**config.mk**
```make
export PLATFORM = sky130hd
export DESIGN_NAME = hit_merger
export DESIGN_NICKNAME = d
export VERILOG_FILES = /design/src/rtl/hm_merge_pkg.sv /design/src/rtl/hm_thr_counter.sv /design/src/rtl/hm_word_pack.sv /design/src/rtl/hit_merger.sv
export SDC_FILE = /design/constraint.sdc
export NUM_CORES = 1
export LEC_CHECK = 0
export ABC_AREA = 1
export BUFFER_PORTS_ARGS = -buffer_cell sky130_fd_sc_hd__buf_2
export CORE_ASPECT_RATIO = 2
export CORE_MARGIN = 2
export CORE_UTILIZATION = 40
export DETAILED_ROUTE_END_ITERATION = 7
export HOLD_SLACK_MARGIN = 0.02
export PLACE_DENSITY = 0.65
export SYNTH_ARGS = -nofsm -noshare
export SYNTH_HDL_FRONTEND = slang
export SYNTH_SLANG_ARGS = --single-unit
```
**constraint.sdc**
```tcl
create_clock -name clk -period 12 [get_ports clk]
set_clock_uncertainty 0.1 [all_clocks]
set_input_delay 0 -clock clk [delete_from_list [all_inputs] [get_ports clk]]
set_output_delay 0 -clock clk [all_outputs]
set_load 0.05 [all_outputs]
```
**src/rtl/hm_merge_pkg.sv**
```systemverilog
package hm_merge_pkg;
    localparam int unsigned NUM_UNITS = 8;
    localparam int unsigned CANDS     = 2;
    localparam int unsigned NUM_THR   = 16;
    localparam int unsigned CNT_W     = 3;

    localparam int unsigned SLOTS   = NUM_UNITS * CANDS;
    localparam int unsigned RAW_W   = $clog2(SLOTS + 1);
    localparam int unsigned HALF    = NUM_THR / 2;
    localparam int unsigned BODY_W  = HALF * CNT_W;
    localparam int unsigned WORD_W  = BODY_W + 1;
    localparam int unsigned HITS_W  = SLOTS * NUM_THR;
    localparam int unsigned NUM_OUT = 2;

    typedef logic [CNT_W-1:0] count_t;

    typedef struct packed {
        logic              par;
        logic [BODY_W-1:0] body;
    } out_word_t;

    localparam out_word_t RESET_WORD = '{par: 1'b1, body: '0};

    function automatic logic odd_par(input logic [BODY_W-1:0] d);
        return ~(^d);
    endfunction
endpackage

```
**src/rtl/hm_thr_counter.sv**
```systemverilog
module hm_thr_counter
    import hm_merge_pkg::*;
(
    input  logic [SLOTS-1:0] hits,
    output count_t           cnt,
    output logic             clamp
);
    logic [RAW_W-1:0] raw;

    always_comb begin
        raw = '0;
        for (int s = 0; s < int'(SLOTS); s++) begin
            raw = raw + RAW_W'(hits[s]);
        end
    end

    localparam logic [RAW_W-1:0] RAW_LIMIT = RAW_W'((1 << CNT_W) - 1);

    always_comb begin
        clamp = (raw > RAW_LIMIT);
        cnt   = clamp ? '1 : raw[CNT_W-1:0];
    end
endmodule

```
**src/rtl/hm_word_pack.sv**
```systemverilog
module hm_word_pack
    import hm_merge_pkg::*;
(
    input  logic [HALF-1:0][CNT_W-1:0] cnts,
    output out_word_t                  word
);
    logic [BODY_W-1:0] body;

    for (genvar k = 0; k < int'(HALF); k++) begin : g_field
        assign body[(HALF-1-k)*CNT_W +: CNT_W] = cnts[k];
    end

    always_comb begin
        word.body = body;
        word.par  = odd_par(body);
    end
endmodule

```
**src/rtl/hit_merger.sv**
```systemverilog
module hit_merger
    import hm_merge_pkg::*;
(
    input  logic              clk,
    input  logic              rst,
    input  logic              in_valid,
    input  logic [HITS_W-1:0] unit_hits,
    input  logic              sat_clear,
    output logic [WORD_W-1:0] left_word,
    output logic [WORD_W-1:0] right_word,
    output logic              out_valid,
    output logic              sat_flag
);
    logic [NUM_THR-1:0][CNT_W-1:0] counts;
    logic [NUM_THR-1:0]            clamp_vec;
    out_word_t                     next_word [NUM_OUT];
    out_word_t                     word_q    [NUM_OUT];

    for (genvar t = 0; t < int'(NUM_THR); t++) begin : g_thr
        logic [SLOTS-1:0] slot_hits;
        for (genvar s = 0; s < int'(SLOTS); s++) begin : g_slot
            assign slot_hits[s] = unit_hits[s*NUM_THR + t];
        end
        hm_thr_counter u_cnt (
            .hits  (slot_hits),
            .cnt   (counts[t]),
            .clamp (clamp_vec[t])
        );
    end

    for (genvar h = 0; h < int'(NUM_OUT); h++) begin : g_side
        hm_word_pack u_pack (
            .cnts (counts[h*HALF +: HALF]),
            .word (next_word[h])
        );
        always_ff @(posedge clk) begin
            if (rst)           word_q[h] <= RESET_WORD;
            else if (in_valid) word_q[h] <= next_word[h];
        end
    end

    wire any_clamp = |clamp_vec;

    always_ff @(posedge clk) begin
        if (rst) begin
            out_valid <= 1'b0;
            sat_flag  <= 1'b0;
        end else begin
            out_valid <= in_valid;
            if (in_valid && any_clamp) sat_flag <= 1'b1;
            else if (sat_clear)        sat_flag <= 1'b0;
        end
    end

    assign left_word  = word_q[0];
    assign right_word = word_q[1];

    // odd parity over each whole word
    p_odd_parity_r4: assert property (@(posedge clk) disable iff (rst)
        (^left_word) && (^right_word));
    // strobe followed by one valid cycle
    p_latency_r5: assert property (@(posedge clk) disable iff (rst)
        in_valid |=> out_valid);
    // no strobe, words hold
    p_hold_r6: assert property (@(posedge clk) disable iff (rst)
        !in_valid |=> (!out_valid && $stable(left_word) && $stable(right_word)));
    // clamp sets the flag, even against a clear
    p_sat_set_r7: assert property (@(posedge clk) disable iff (rst)
        (in_valid && any_clamp) |=> sat_flag);
    // flag stays set without a clear
    p_sat_hold_r7: assert property (@(posedge clk) disable iff (rst)
        (sat_flag && !sat_clear) |=> sat_flag);
    // clear without a clamp drops the flag
    p_sat_clear_r7: assert property (@(posedge clk) disable iff (rst)
        (sat_clear && !(in_valid && any_clamp)) |=> !sat_flag);
endmodule

```
==> run_results.csv <==
group,metric,value,unit
status,status,"completed",
yosys,synth_compound_area_frac,0.02846,
sta,max_freq,209.7,MHz
route,num_vias,8365,
critical_path,cpMostUsedCell,"fa_1",
critical_path,critPathRequiredTime,12.09,ns
critical_path,cp_num_buf_inv,4,
sta,hold_viol_final,0,
yosys,synth-xor-area-share,0.01172,
yosys,yosysWarnings,0,
critical_path,start_kind,"primary input",
critical_path,crit_path_max_incr_delay,0.62,ns
sta,fin_crit,4.770,ns
die,die_h,224.4,µm
clock_tree,cts.sinks,52,
global_route,antenna_found_initial,2,
critical_path,critPathTopFamily,"adder cells",
critical_path,arrival,4.86,ns
critical_path,worstReg2RegStart,"sat_flag",
critical_path,crit_start,"unit_hits[12]",
yosys,syn_nets,1742,
layout,area_growth_syn_to_layout,21.56,%
sta,worst_pin_slew,0.7189,ns
layout,drive_gt1_frac,0.2223,
global_route,grt_pass1_vias,8970,
power,p_clk_frac,0.049,
yosys,synth_fa_ha_area_frac,0.4327,
sta,slew_headroom,0.5208,
yosys,synth-seq-area-share,0.1586,
yosys,synth_top_family_by_area,"adder cells",
power,p_sw,0.001768,W
route,drc,0,
yosys,synthSimpleGateAreaFrac,0.1843,
route,drt_iter0_markers,235,
critical_path,ff2ff_path_depth,3,
critical_path,r2r_slack,10.78,ns
sta,drv_slew,0,
global_route,grt.total_usage,0.1813,
clock_tree,cts_buffers,5,
clock_tree,clockRootBuffer,"clkbuf_16",
route,routed_wirelength,22.35,mm
placed_design,numPortBuffers,311,
die,initial_core_util,0.4079,
die,die_width,114.2,µm
sta,fin_hold_ws,0.1391,ns
critical_path,critical_path_class,"in2reg",
power,p_seq_frac,0.093,
clock_tree,post_cts_buffers,0,
yosys,yosys_register_bits,52,
placed_design,gp_congestion,0.8346,
die,die_area,0.02563,mm²
die,num_rows,80,
critical_path,reg2reg_to,"sat_flag",
critical_path,slowest_stage,"nor4b_1",
layout,nNetsFinal,2060,
clock_tree,insertion_delay,0.30,ns
global_route,grt_max_degree,51,
sta,period_share,0.3975,
yosys,synth.distinct_cells,32,
clock_tree,htreeDepth,2,
power,pwr-share-comb,0.858,
critical_path,worstPathCellList,"buf_2, ha_1, inv_1, fa_1, fa_1, fa_1, fa_1, fa_1, inv_1, fa_1, nand2_1, nand3_1, nand2_1, nand2_1, nor4b_1, nand4_1, nand2_1, o21ai_0, dlygate4sd3_1",
sta,setup_tns,0,ns
route,drtPass1Iterations,6,
clock_tree,clk_path_buf_depth,2,
yosys,syn_avg_cell_area,7.824,µm²
power,p_sw_frac,0.5772,
power,pwr_density_cell,259.3,mW/mm²
flow_run,drv_cap,0,
clock_tree,cts_tree,"done",
critical_path,crit_path_end_kind,"register",
global_route,grt_overflow,0,
yosys,synthCells,1242,
hold_path,hold_class,"in2reg",
die,ioPinCount,312,
hold_path,holdPathEnd,"out_valid",
power,ir_drop,0.0001021,V
power,p_int,0.001295,W
route,post_drt_wl_per_cell,12.08,µm
layout,mostFrequentLayoutCell,"inv_1",
sta,rsz0062_at_grt,"no",
die,coreArea,0.02382,mm²
yosys,synth_area,0.009717,mm²
placed_design,dp_hpwl,20.55,mm
global_route,grt_pass1_wl,37.07,mm
layout,final_cell_mix,"inv_1, buf_2, nand2_1, fa_1, ha_1",
route,ant_nets,0,
power,power_leakage,7.467,nW
sta,finalSetupViolCount,0,
route,viasPerCell,4.522,
hold_path,hold_start,"rst",
clock_tree,clkSlewWorstSetupHoldPaths,0.07,ns
critical_path,crit_fanout,2,
yosys,synth_mux_area_frac,0,
hold_path,holdPathStages,3,
[registers in the layout, summed over array words and instances, names as in the netlist]
register   cells
sat_flag       1
out_valid      1
word_q        50
[timing repair]
item | CTS | global route
gates resized for setup | 0 | 0
hold buffers | 2 | 0
hold endpoints to repair | 1 | 0
[metrics by stage]
stage	worst slack, ns	power (W)	instance area, µm²	utilization	cells
2_1_floorplan	7.618	0.002363	9717	-	1242
3_3_place_gp	7.139	0.002892	11640	0.4887	1838
3_5_place_dp	7.106	0.002961	11640	0.4887	1838
4_1_cts	7.087	0.003121	11810	0.4956	1848
5_1_grt	6.959	0.003484	11810	0.4958	1850
6_report	7.230	0.003063	11810	0.4958	1850
[metal layers]
layer / routed length (µm) / vias to the layer above / track usage / share of wire
li1: - / 4187 / - / -
met1: 7068 / 3937 / 0.1614 / 0.32
met2: 13590 / 198 / 0.3911 / 0.61
met3: 915 / 43 / 0.02237 / 0.041
met4: 777 / 0 / 0.06373 / 0.035
met5: 0 / - / 0 / 0
[Yosys cell counts, drive strengths merged]
cell / n / area (µm²)
inv: 472 / 1772
nand2: 284 / 1086
fa: 160 / 3203
ha: 80 / 1001
nand3: 63 / 335.3
edfxtp: 50 / 1501
nor2: 31 / 128.9
a21oi: 22 / 125.1
o21ai: 22 / 117.6
nand3b: 16 / 120.1
nand4: 13 / 81.33
xor2: 8 / 70.07
xnor2: 5 / 43.79
clkbuf: 4 / 15.01
or2: 3 / 18.78
dfxtp: 2 / 40.04
o211ai: 2 / 15.01
a21boi: 1 / 18.77
clkinv: 1 / 3.750
nor3: 1 / 5.000
nor4: 1 / 6.260
nor4b: 1 / 8.760
[power by group through the flow]
stage	Clock (W)	Combinational, W	Sequential [W]
6_report	0.000149	0.00263	0.000286
5_1_grt	0.000159	0.00303	0.000292
4_1_cts	0.000154	0.00268	0.000287
3_5_place_dp	0	0.00267	0.000290
3_3_place_gp	0	0.00260	0.000290
2_1_floorplan	0	0.00187	0.000489
[worst min-delay path, delay by kind of cell]
family	cells	cell delay [ns]
buffers and inverters	2	0.38
and+or+nand+nor	1	0.04
[layout make-up]
type	instances	area, µm²
Timing Repair Buffer	315	1592
Multi-Input combinational cell	713	6395
Fill cell	2363	12010
Antenna cell	2	5.005
Clock buffer	5	125.1
Sequential cell	52	1541
Tap cell	287	359.1
Inverter	473	1775
Clock inverter	3	18.77
[how the worst max path moves through the flow]
stage	endpoint	slack, ns	cells after the start
after floorplan	word_q[1][24]	7.62	24
after global placement	word_q[1][24]	7.14	20
after detailed placement	word_q[1][24]	7.11	23
after CTS	sat_flag	7.09	19
after global routing	sat_flag	6.96	19
final	sat_flag	7.23	19
[logic make-up after synthesis]
logic type               Yosys count
AO/OA/AOI/OAI                     47
buffers and inverters            477
adder cells (fa/ha/maj)          240
flip-flops                        52
XOR/XNOR                          13
AND/OR/NAND/NOR                  413
Note: power is estimated with default switching activity, not from simulation.
